## config.mk

```make
export PLATFORM = sky130hd
export DESIGN_NAME = instr_cycle_seq
export DESIGN_NICKNAME = d
export VERILOG_FILES = /design/src/rtl/isq_pkg.sv /design/src/rtl/isq_phase_ctr.sv /design/src/rtl/isq_bubble_ctl.sv /design/src/rtl/instr_cycle_seq.sv
export SDC_FILE = /design/constraint.sdc
export NUM_CORES = 1
export LEC_CHECK = 0
export ABC_AREA = 1
export CORE_AREA = 2 2 39 41
export CTS_CLUSTER_SIZE = 12
export DETAILED_ROUTE_END_ITERATION = 10
export DIE_AREA = 0 0 41 43
export PLACE_DENSITY = 0.43
export REMOVE_ABC_BUFFERS = 1
export SYNTH_ARGS = -nofsm -noshare
export SYNTH_HDL_FRONTEND = slang
export SYNTH_HIERARCHICAL = 1
export SYNTH_SLANG_ARGS = --single-unit
```

## constraint.sdc

```tcl
create_clock -name clk_i -period 1.4 [get_ports clk_i]
set_clock_uncertainty 0.15 [all_clocks]
set_input_delay 0.35 -clock clk_i [delete_from_list [all_inputs] [get_ports clk_i]]
set_output_delay 0.35 -clock clk_i [all_outputs]
set_load 0.02 [all_outputs]
```

## src/rtl/isq_pkg.sv

```systemverilog
package isq_pkg;
  typedef enum logic [2:0] {
    RD_JUMP = 3'd0,
    RD_CALL = 3'd1,
    RD_RET  = 3'd2,
    RD_SKIP = 3'd3,
    RD_PCWR = 3'd4
  } redir_e;
  localparam int unsigned N_REDIR = 5;
endpackage

```

## src/rtl/isq_phase_ctr.sv

```systemverilog
module isq_phase_ctr #(
  parameter int unsigned SHORT_LEN = 2,
  parameter int unsigned LONG_LEN  = 4
) (
  input  logic clk_i,
  input  logic rst_ni,
  input  logic long_sel_i,
  output logic run_o,
  output logic first_o,
  output logic last_o
);
  localparam int unsigned PH_W = (LONG_LEN > 2) ? $clog2(LONG_LEN) : 1;

  logic            long_q;
  logic            run_q;
  logic [PH_W-1:0] ph_q;
  logic [PH_W-1:0] lim;
  logic            at_lim;

  // option captured only while reset is held
  always_ff @(posedge clk_i) begin
    if (!rst_ni) long_q <= long_sel_i;
  end

  always_comb begin
    lim    = long_q ? PH_W'(LONG_LEN - 1) : PH_W'(SHORT_LEN - 1);
    at_lim = (ph_q == lim);
  end

  always_ff @(posedge clk_i or negedge rst_ni) begin
    if (!rst_ni) begin
      run_q <= 1'b0;
      ph_q  <= '0;
    end else begin
      run_q <= 1'b1;
      if (run_q) ph_q <= at_lim ? '0 : ph_q + 1'b1;
    end
  end

  assign run_o   = run_q;
  assign first_o = run_q && (ph_q == '0);
  assign last_o  = run_q && at_lim;

  AST_START_ONE_CLK: assert property (@(posedge clk_i) disable iff (!rst_ni)
    first_o |=> !first_o);
  AST_TICK_THEN_START: assert property (@(posedge clk_i) disable iff (!rst_ni)
    last_o |=> first_o);
  AST_OPTION_HELD: assert property (@(posedge clk_i) disable iff (!rst_ni)
    run_q |=> $stable(long_q));
  AST_SHORT_RANGE: assert property (@(posedge clk_i) disable iff (!rst_ni)
    (run_q && !long_q) |-> (ph_q <= PH_W'(SHORT_LEN - 1)));
endmodule

```

## src/rtl/isq_bubble_ctl.sv

```systemverilog
module isq_bubble_ctl #(
  parameter int unsigned N_FLAGS = 5
) (
  input  logic               clk_i,
  input  logic               rst_ni,
  input  logic               run_i,
  input  logic               last_i,
  input  logic [N_FLAGS-1:0] redir_i,
  output logic               exec_en_o,
  output logic               flush_o
);
  logic bub_q;
  logic any_redir;

  assign any_redir = |redir_i;

  // decision taken at cycle end; a bubble never arms another bubble
  always_ff @(posedge clk_i or negedge rst_ni) begin
    if (!rst_ni)              bub_q <= 1'b0;
    else if (run_i && last_i) bub_q <= !bub_q && any_redir;
  end

  assign exec_en_o = run_i && !bub_q;
  assign flush_o   = run_i && bub_q;

  AST_REDIR_BUBBLES: assert property (@(posedge clk_i) disable iff (!rst_ni)
    (last_i && exec_en_o && any_redir) |=> flush_o);
  AST_FLUSH_WHOLE_CYCLE: assert property (@(posedge clk_i) disable iff (!rst_ni)
    (flush_o && !last_i) |=> flush_o);
  AST_NO_BACK_TO_BACK: assert property (@(posedge clk_i) disable iff (!rst_ni)
    (flush_o && last_i) |=> exec_en_o);
  AST_EARLY_IGNORED: assert property (@(posedge clk_i) disable iff (!rst_ni)
    (exec_en_o && !last_i) |=> exec_en_o);
endmodule

```

## src/rtl/instr_cycle_seq.sv

```systemverilog
module instr_cycle_seq #(
  parameter int unsigned SHORT_LEN = 2,
  parameter int unsigned LONG_LEN  = 4
) (
  input  logic clk_i,
  input  logic rst_ni,
  input  logic long_cyc_i,
  input  logic jump_i,
  input  logic call_i,
  input  logic ret_i,
  input  logic skip_taken_i,
  input  logic pc_wr_i,
  output logic cyc_start_o,
  output logic exec_en_o,
  output logic flush_o,
  output logic tmr_tick_o
);
  import isq_pkg::*;

  logic               run;
  logic               first;
  logic               last;
  logic [N_REDIR-1:0] redir;

  always_comb begin
    redir          = '0;
    redir[RD_JUMP] = jump_i;
    redir[RD_CALL] = call_i;
    redir[RD_RET]  = ret_i;
    redir[RD_SKIP] = skip_taken_i;
    redir[RD_PCWR] = pc_wr_i;
  end

  isq_phase_ctr #(
    .SHORT_LEN (SHORT_LEN),
    .LONG_LEN  (LONG_LEN)
  ) u_phase (
    .clk_i      (clk_i),
    .rst_ni     (rst_ni),
    .long_sel_i (long_cyc_i),
    .run_o      (run),
    .first_o    (first),
    .last_o     (last)
  );

  isq_bubble_ctl #(
    .N_FLAGS (N_REDIR)
  ) u_bubble (
    .clk_i     (clk_i),
    .rst_ni    (rst_ni),
    .run_i     (run),
    .last_i    (last),
    .redir_i   (redir),
    .exec_en_o (exec_en_o),
    .flush_o   (flush_o)
  );

  assign cyc_start_o = first;
  assign tmr_tick_o  = last;

  AST_EXEC_XOR_FLUSH: assert property (@(posedge clk_i) disable iff (!rst_ni)
    cyc_start_o |-> (exec_en_o ^ flush_o));
endmodule

```

# After elaboration in Yosys (flattened, before gate mapping)
# Index checks and enable logic that the tools add are counted.
# classes
eq_ne,1
add_sub_neg,1
n_reduce_logical,9
mux,2
# op_table
op,count
1-bit logical AND,6
5-bit OR reduction,1
2-bit 2-to-1 mux,2
"2-bit by 1-bit adder with 2-bit output, second input constant",1
2-bit == test,1
2-bit logical NOT,1
1-bit logical NOT,1
# totals
output_inout_bits,4
elab_cells,17
ff_bits,5
inputBits,8

# Depth between registers and ports, before layout
# Gate-level depths: netlist (run 1).
# logic_depth
depth_word,4
ltp_mapped,8
mapped_depth_nobuf,8

# Modules after synthesis
# Netlist (run 1), hierarchy kept.
# modules_own_cells
mod,seq_area_each_um2,instances,area_per_inst_um2,cells_each
isq_phase_ctr,105.1,1,198.9,23
isq_bubble_ctl,25.0,1,82.6,16

# Worst setup path after synthesis (run 1)
# No wires, ideal clock.
# synth_path
kind,register to output
startpoint,register u_phase.ph_q[1]
endpoint,output port tmr_tick_o
setup_slack_ns,0.023
t_arrival_ns,0.877
required_ns,0.900
n_path_buf,0
stages_incl_launch_ff,4
path_cell_list,dfrtp_1 > nand2_1 > nand3_2 > nor2_1
# synth_between
elab_chain_cells,2
# synth_rtl
item,line_no,text
start: declaration,isq_phase_ctr.sv:16,logic [PH_W-1:0] ph_q;
start signal: assignment,isq_phase_ctr.sv:36,if (run_q) ph_q <= at_lim ? '0 : ph_q + 1'b1;
2-bit == test,isq_phase_ctr.sv:27,at_lim = (ph_q == lim);
1-bit logical AND,isq_phase_ctr.sv:42,assign last_o = run_q && at_lim;
end: declaration,instr_cycle_seq.sv:16,output logic tmr_tick_o
# No other way between the ends.

# Final worst setup path (run 1)
# Ends and elaborated chain as after synthesis.

==> results of run 1 <==
## registers in the layout, indices dropped and copies added (netlist names)
register and cells:
u_bubble/bub_q 1, u_phase/long_q 1, u_phase/ph_q 2, u_phase/run_o 1
## stage by stage
step | cells | TNS [ps] | hold WS (ps) | cell area (µm²) | util (%)
floorplan | 39 | 0 | -95.6 | 282 | -
global placement | 71 | -1350 | 348 | 449 | 32.5
detailed placement | 71 | -1360 | 359 | 449 | 32.5
CTS | 78 | -489 | 266 | 537 | 38.8
global route | 78 | -666 | 277 | 539 | 39.0
finish | 78 | -438 | 274 | 539 | 39.0
## layout make-up
cell class              instances  share of cell area (%)
repair buffers                 19                    33.2
multi-input cells              22                    25.8
flip-flops and latches          5                    24.1
inverters                      12                    8.35
clock buffers                   4                    4.87
well taps                      16                    3.71
## cell families after synthesis
group	after synthesis	synth area share, %
xor+xnor	1	3.11
fa+ha+maj	1	4.44
buf+inv	12	16.0
flops	5	46.2
other cells	1	1.33
simple gates	19	28.9
## synth_stat cells
library cell and number:
conb_1 1, dfrtp_1 4, edfxtp_1 1, ha_1 1, inv_1 11, inv_2 1, nand2_1 12, nand2_2 1
nand3_1 1, nand3_2 1, nor2_1 4, xor2_1 1
## metal layers
layer / track usage [%] / up-vias / part of all wire [%]
met1: 11.8 / 120 / 50
li1: - / 153 / -
met3: 3.14 / 0 / 1.4
met5: 0 / - / 0
met2: 10.3 / 2 / 49
met4: 8.00 / 0 / 0
## worst max path at each step
stage	cells after the start	from	slack (ps)	to
global placement	4	u_phase/ph_q[1]	-450	tmr_tick_o
global route	5	u_phase/long_q	-260	tmr_tick_o
detailed placement	4	u_phase/ph_q[1]	-470	tmr_tick_o
floorplan	3	u_phase/ph_q[1]	20	tmr_tick_o
CTS	5	u_phase/ph_q[1]	-180	tmr_tick_o
finish	5	u_phase/ph_q[1]	-170	tmr_tick_o
## worst max-delay path: stages (launching register included)
cell and delay, ps:
dfrtp_1 370, inv_2 70, nand2_2 60, nand3_2 90
nor2_4 120, buf_6 130
## power breakdown
group          total [mW]  internal, mW  switching [mW]
sequential          0.233         0.196          0.0363
clock               0.162         0.107          0.0543
combinational       0.462         0.240           0.221
## repair_timing
action / in CTS / in global routing
hold endpoints to repair: 0 / 0
setup buffers: 3 / 0
pin swaps: 2 / 1
resized for setup: 34 / 2
endpoints found under the setup margin: 4 / 4
==> key figures, run 1 <==
Layout
  • Fill cell count: 143
  • Area of the multi-input gates: 139 µm²
  • Share of cells above drive strength 1: 41.9%
  • Most frequent cells in the layout: nand2_1, inv_1, clkdlybuf4s50_1, buf_4, buf_6
  • Nets: 72
  • Diode count: 0
  • P&R area growth vs syn: 91.6%
  • Register area: 130 µm²
  • Leading cell type in the layout, fill and taps excluded: nand2_1

Floorplan
  • Die height: 43 µm
  • Num rows: 14
  • Num ports: 12
  • Core area: 0.00138 mm²
  • Die area: 0.00176 mm²
  • Die Width: 41 µm
  • Initial Util: 20.3%

STA
  • Fmax: 0.637 GHz
  • Min Tclk post-route: 1570 ps
  • RSZ-0062 raised after global routing: true
  • Final hold violations: 0
  • Final setup fails: 4
  • Period utilization: 112%
  • Setup slack after layout: -169 ps
  • Fin. max-slew vios: 0

Clock network
  • Clock sinks: 5
  • CTS HTree Levels: 1
  • CTS tree: yes
  • Hold_buf cts: 0
  • Clock Latency Late Sink: 230 ps
  • Worst-path clk slew: 40 ps
  • Root Driver: clkbuf_4
  • CTS Buf Count: 3
  • Longest Clk Path Bufs: 2

Power
  • Pwr Total: 0.856 mW
  • Cell Pwr Density: 1590 mW/mm²
  • Leakage: 0.289 nW
  • Worst VDD drop: 0.521 mV

Setup path
  • Crit path launch type: flip-flop
  • Critical path required time: 900 ps
  • Setup Crit Path Kind: reg -> out
  • R2R cell count: 8
  • R2r setup slk: 230 ps
  • Crit path capture type: output port
  • Reg-to-reg critical path startpoint: u_phase/ph_q[1]
  • FF-to-FF End: u_bubble/bub_q
  • Worst Path Arrival: 1070 ps
  • Worst-path maximum fanout: 3

Global route
  • GRT Util Overall: 8.79%
  • Antenna violations before repair: 0
  • First-pass GRT wire length: 993 µm
  • Largest net degree at the start of global routing: 6
  • Vias in the first global route: 252
  • Total grt overflow: 0

Detailed routing
  • WL/cell: 7.97 µm
  • Routed wire length: 622 µm
  • Vias: 275
  • Router iterations before antenna repair: 1
  • DRT iter0 DRCs: 0
  • Remaining DRCs: 0
  • Final ANT Viol Nets: 0
  • Vias/cell: 3.53

Run
  • Max_cap viols: 0

Yosys
  • Ranking of synthesized cells by area: dfrtp_1, nand2_1, inv_1
  • Mapped Area: 282 µm²
  • Synth Instances: 39
  • Sequential share of the synthesized area: 46.2%
  • Cell variety after synth: 12
  • Syn_area_per_cell: 7.22 µm²
  • Total number of yosys warnings: 6
  • Yosys top cell area share: 35.6%
  • Yosys reg bits: 5
  • Cell taking the most area after synthesis: dfrtp_1

Placement
  • Post-DP HPWL: 485 µm
  • Input/output buffers: 11
  • Final GP Congestion: 0.647
  • Pre-CTS setup slack: -469 ps

Status
  • Failing checks: negative setup slack
  • Status: finished with violations

Hold path
  • Hold Crit Class: in -> async
Power figures use the tool's default switching activity.
==> run 2: changes to the inputs <==
--- a/config.mk
+++ b/config.mk
@@ -7,6 +7,7 @@
 export LEC_CHECK = 0
 export ABC_AREA = 1
 export CORE_AREA = 2 2 39 41
+export CTS_BUF_LIST = sky130_fd_sc_hd__clkbuf_16
 export CTS_CLUSTER_SIZE = 12
 export DETAILED_ROUTE_END_ITERATION = 10
 export DIE_AREA = 0 0 41 43
==> key figures, run 2 (same netlist as run 1, synthesis figures left out) <==
Clock network
  • Clock sinks: 5 (unchanged)
  • CTS tree: yes (unchanged)
  • CTS Buf Count: 3 (unchanged)
  • CTS HTree Levels: 1 (unchanged)
  • Worst-path clk slew: 30 ps (was 40 ps)
  • Root Driver: clkbuf_16 (was clkbuf_4)
  • Clock Latency Late Sink: 220 ps (was 230 ps)
  • Longest Clk Path Bufs: 2 (unchanged)

Floorplan
  • Die area: 0.00176 mm² (unchanged)
  • Die Width: 41 µm (unchanged)
  • Num rows: 14 (unchanged)
  • Die height: 43 µm (unchanged)
  • Initial Util: 20.3% (unchanged)
  • Core area: 0.00138 mm² (unchanged)
  • Num ports: 12 (unchanged)

Detailed routing
  • Vias/cell: 3.68 (was 3.53)
  • Router iterations before antenna repair: 1 (unchanged)
  • Remaining DRCs: 0 (unchanged)
  • WL/cell: 8.22 µm (was 7.97 µm)
  • Final ANT Viol Nets: 0 (unchanged)
  • DRT iter0 DRCs: 0 (unchanged)
  • DR WL met2: 309 µm (was 302 µm)
  • DRT met1 WL: 299 µm (was 310 µm)
  • Routed wire length: 625 µm (was 622 µm)
  • Vias: 280 (was 275)
  • WL met3: 17 µm (was 9 µm)
  • Top routing layer in use: met3 (unchanged)

Power
  • Cell Pwr Density: 1910 mW/mm² (was 1590 mW/mm²)
  • Worst VDD drop: 0.801 mV (was 0.521 mV)
  • Leakage: 0.307 nW (was 0.289 nW)

Global route
  • First-pass GRT wire length: 1040 µm (was 993 µm)
  • Total grt overflow: 0 (unchanged)
  • GRT Util Overall: 9.18% (was 8.79%)
  • Largest net degree at the start of global routing: 6 (unchanged)
  • Antenna violations before repair: 0 (unchanged)
  • Vias in the first global route: 251 (was 252)

Setup path
  • Crit path capture type: output port (unchanged)
  • Setup Crit Path Kind: reg -> out (unchanged)
  • Crit path launch type: flip-flop (unchanged)
  • Worst Path Arrival: 1060 ps (was 1070 ps)
  • Worst-path maximum fanout: 3 (unchanged)
  • Critical path required time: 900 ps (about the same)

Layout
  • Nets: 70 (was 72)
  • Final Cell Area: 562 µm² (was 539 µm²)
  • P&R area growth vs syn: 99.6% (was 91.6%)
  • Max FFs per register: 2 (unchanged)
  • Most frequent cells in the layout: inv_1, nand2_1, clkdlybuf4s50_1 (was nand2_1, inv_1, clkdlybuf4s50_1, buf_4, buf_6)
  • Diode count: 0 (unchanged)
  • Biggest register: u_phase/ph_q (unchanged)
  • Fin util: 40.6% (was 39.0%)
  • Share of cells above drive strength 1: 35.0% (was 41.9%)

Placement
  • Final GP Congestion: 0.647 (unchanged)
  • Placed Area: 449 µm² (unchanged)
  • Input/output buffers: 11 (unchanged)
  • Post-DP HPWL: 485 µm (unchanged)

STA
  • Final setup fails: 4 (unchanged)
  • Period utilization: 111% (was 112%)
  • Hold WS: 282 ps (was 274 ps)
  • Min Tclk post-route: 1560 ps (was 1570 ps)
  • Setup slack after layout: -156 ps (was -169 ps)
  • RSZ-0062 raised after global routing: true (unchanged)
  • Fmax: 0.643 GHz (was 0.637 GHz)
  • Fin. max-slew vios: 0 (unchanged)
  • Final hold violations: 0 (unchanged)

Status
  • Status: finished with violations (unchanged)
  • Failing checks: negative setup slack (unchanged)

Hold path
  • Hold Crit Class: in -> async (unchanged)

Run
  • Max_cap viols: 0 (unchanged)
-- run 2: final cells by class --
| class | count | area, µm² |
|---|---|---|
| inverters | 12 | 45.0 |
| well taps | 16 | 20.0 |
| repair buffers | 17 | 164 |
| clock inverters | 1 | 3.75 |
| fillers | 144 | 822 |
| clock buffers | 3 | 75.1 |
| multi-input cells | 22 | 124 |
| flip-flops and latches | 5 | 130 |
-- run 2: repair_timing --
action                     CTS  global route
setup endpoints to repair    4             4
gates resized for setup     32             0
setup buffers                1             0
pin swaps                    2             0
hold buffers                 0             0
-- run 2: final timing paths --
check | depth (start not counted) | slack, ps | to | from
max reg2reg | 7 | 200 | u_bubble/bub_q | u_phase/ph_q[1]
max in group asynchronous | 2 | 720 | u_bubble/bub_q | rst_ni
min reg2reg | 2 | 380 | u_bubble/bub_q | u_bubble/bub_q
max | 4 | -160 | tmr_tick_o | u_phase/ph_q[1]
min in group clk_i | 2 | 380 | u_bubble/bub_q | u_bubble/bub_q
min | 2 | 280 | u_phase/run_o | rst_ni
-- run 2: worst max-delay path, cell delays in order, from the launching register on --
cell and delay [ps]:
dfrtp_1 390, nand2_1 90, nand3_2 110, nor2_4 120
buf_6 130
-- run 2: per-stage QoR --
stage	worst slack [ps]	TNS [ps]	instances	power, mW
3_3_place_gp	-453	-1350	71	0.556
3_5_place_dp	-469	-1360	71	0.556
2_1_floorplan	23.1	0	39	0.417
6_report	-156	-394	76	1.07
5_1_grt	-232	-575	76	1.14
4_1_cts	-172	-434	76	1.09
-- run 2: where the power goes --
part           leakage [nW]  internal [mW]  switching [mW]
registers            0.0579          0.197          0.0410
clock network        0.0423          0.369          0.0834
logic                 0.207          0.190           0.192
total                 0.307          0.756           0.316
-- run 2: layer usage --
layer,vias to the layer above,GRT usage [%]
met3,0,3.14
li1,149,-
met1,129,12.4
met4,0,8.00
met2,2,10.9
met5,-,0
==> run 3: changes to the inputs <==
--- a/config.mk
+++ b/config.mk
@@ -11,7 +11,8 @@
 export CTS_CLUSTER_SIZE = 12
 export DETAILED_ROUTE_END_ITERATION = 10
 export DIE_AREA = 0 0 41 43
-export PLACE_DENSITY = 0.43
+export DONT_BUFFER_PORTS = 1
+export PLACE_DENSITY = 0.31
 export REMOVE_ABC_BUFFERS = 1
 export SYNTH_ARGS = -nofsm -noshare
 export SYNTH_HDL_FRONTEND = slang
==> key figures, run 3 (same netlist as run 1, synthesis figures left out) <==
Status
  • Status: finished with violations (unchanged)
  • Failing checks: negative setup slack (unchanged)

Floorplan
  • Die Width: 41 µm (unchanged)
  • Core area: 0.00138 mm² (unchanged)
  • Die area: 0.00176 mm² (unchanged)
  • Initial Util: 20.3% (unchanged)
  • Num ports: 12 (unchanged)
  • Num rows: 14 (unchanged)
  • Die height: 43 µm (unchanged)

Setup path
  • Family with the most delay on the worst path: flip-flops (unchanged)
  • Critical path required time: 900 ps (about the same)
  • Crit path capture type: output port (unchanged)
  • Worst Path Arrival: 1040 ps (was 1060 ps)
  • Slowest cell on the critical path: dfrtp_1 (unchanged)
  • Crit path launch type: flip-flop (unchanged)
  • Buf+Inv Stages, Crit Path: 1 (unchanged)
  • Setup Crit Path Kind: reg -> out (unchanged)
  • Worst-path maximum fanout: 3 (unchanged)
  • Worst path max stage delay: 390 ps (about the same)
  • CP cell instances: nand2_1 -> nand3_2 -> nor2_1 -> buf_4 (was nand2_1 -> nand3_2 -> nor2_4 -> buf_6)

Clock network
  • CTS HTree Levels: 1 (unchanged)
  • CTS tree: yes (unchanged)
  • Longest Clk Path Bufs: 2 (unchanged)
  • Root Driver: clkbuf_16 (unchanged)
  • Clock Latency Late Sink: 230 ps (was 220 ps)
  • Worst-path clk slew: 30 ps (about the same)
  • CTS Buf Count: 3 (unchanged)
  • Clock sinks: 5 (unchanged)

Detailed routing
  • Router iterations before antenna repair: 3 (was 1)
  • Remaining DRCs: 0 (unchanged)
  • DRT iter0 DRCs: 1 (was 0)
  • Final ANT Viol Nets: 0 (unchanged)
  • WL/cell: 8.18 µm (was 8.22 µm)
  • Vias/cell: 3.79 (was 3.68)
  • Routed wire length: 507 µm (was 625 µm)
  • Vias: 235 (was 280)

Layout
  • Share of cells above drive strength 1: 28.3% (was 35.0%)
  • Diode count: 0 (unchanged)
  • Biggest register: u_phase/ph_q (unchanged)
  • Leading cell type in the layout, fill and taps excluded: nand2_1
  • Post-Layout Cell Count: 62 (was 76)
  • Nets: 56 (was 70)
  • Final Cell Area: 409 µm² (was 562 µm²)
  • Most frequent cells in the layout: nand2_1, inv_1, inv_2, nor2_1 (was inv_1, nand2_1, clkdlybuf4s50_1)
  • Max FFs per register: 2 (unchanged)
  • P&R area growth vs syn: 45.3% (was 99.6%)
  • Fill cell count: 152 (was 144)

Global route
  • Total grt overflow: 0 (unchanged)
  • Antenna violations before repair: 0 (unchanged)
  • First-pass GRT wire length: 752 µm (was 1040 µm)
  • GRT Util Overall: 7.17% (was 9.18%)
  • Vias in the first global route: 212 (was 251)
  • Largest net degree at the start of global routing: 8 (was 6)

Placement
  • Post-DP HPWL: 369 µm (was 485 µm)
  • Placed insts: 56 (was 71)
  • Input/output buffers: 0 (was 11)
  • Final GP Congestion: 0.623 (was 0.647)
  • Placed Area: 309 µm² (was 449 µm²)

STA
  • Period utilization: 110% (was 111%)
  • Setup slack after layout: -144 ps (was -156 ps)
  • RSZ-0062 raised after global routing: true (unchanged)
  • Final hold violations: 0 (unchanged)
  • Fmax: 0.648 GHz (was 0.643 GHz)
  • Fin. max-slew vios: 0 (unchanged)
  • Min Tclk post-route: 1540 ps (was 1560 ps)
  • Hold WS: 70.3 ps (was 282 ps)
  • Final setup fails: 2 (was 4)

Run
  • Max_cap viols: 0 (unchanged)

Power
  • Worst VDD drop: 0.887 mV (was 0.801 mV)
  • Leakage: 0.232 nW (was 0.307 nW)
  • Cell Pwr Density: 2350 mW/mm² (was 1910 mW/mm²)

Hold path
  • Hold Crit Class: in -> reg (was in -> async)
==> run 3: worst paths after layout <==
path	start	to	slack (ps)	cells past startpoint
max	u_phase/ph_q[1]	tmr_tick_o	-140	4
min	long_cyc_i	u_phase/long_q	70	0
max reg2reg	u_phase/ph_q[1]	u_bubble/bub_q	120	8
min reg2reg	u_bubble/bub_q	u_bubble/bub_q	370	2
max in group asynchronous	rst_ni	u_phase/run_o	680	1
min in group asynchronous	rst_ni	u_bubble/bub_q	240	1
==> run 3: cell type report <==
cell class,instances,area (µm²),share of cell area [%]
sequential,5,131,32.1
multi-input combinational,22,109,26.6
clock buffer,3,75.1,18.3
inverter,12,45.0,11.0
timing repair buffer,3,25.0,6.12
tap,16,20.0,4.89
clock inverter,1,3.75,0.917
==> run 3: routing by layer <==
metal / GRT usage (%) / wire length [µm] / vias up
met5: 0 / 0 / -
met4: 8.00 / 11 / 0
met3: 5.24 / 62 / 2
met2: 8.44 / 238 / 14
met1: 7.21 / 196 / 98
li1: - / - / 121
==> run 3: worst reg2reg max path, delay by kind of cell, from the launching register on <==
| kind | cells | cell delay (ps) |
|---|---|---|
| flip-flops | 1 | 390 |
| AND/OR/NAND/NOR | 6 | 460 |
| buffers and inverters | 2 | 200 |
==> run 3: repair_timing <==
action / 4_1_cts / 5_1_grt
buffers inserted: 0 / 1
setup endpoints to repair: 4 / 3
pin swaps: 1 / 0
hold buffers: 1 / 0
gates resized for setup: 2 / 3
cloned: 0 / 0
hold endpoints to repair: 4 / 0
==> run 3: power breakdown <==
group / switching [mW] / internal [mW]
Clock: 0.0888 / 0.369
Combinational: 0.163 / 0.101
Sequential: 0.0400 / 0.197
Total: 0.292 / 0.667
==> run 3: through the flow <==
stage                     setup TNS [ps]  util [%]  setup slack (ps)  power (mW)
final                               -231      29.6              -144       0.960
after global routing                -350      29.6              -198        1.02
after detailed placement               0      22.3              92.2       0.469
after floorplan                        0         -              23.1       0.417
after global placement                 0      22.3              89.9       0.468
after CTS                           -238      28.8              -129       0.944
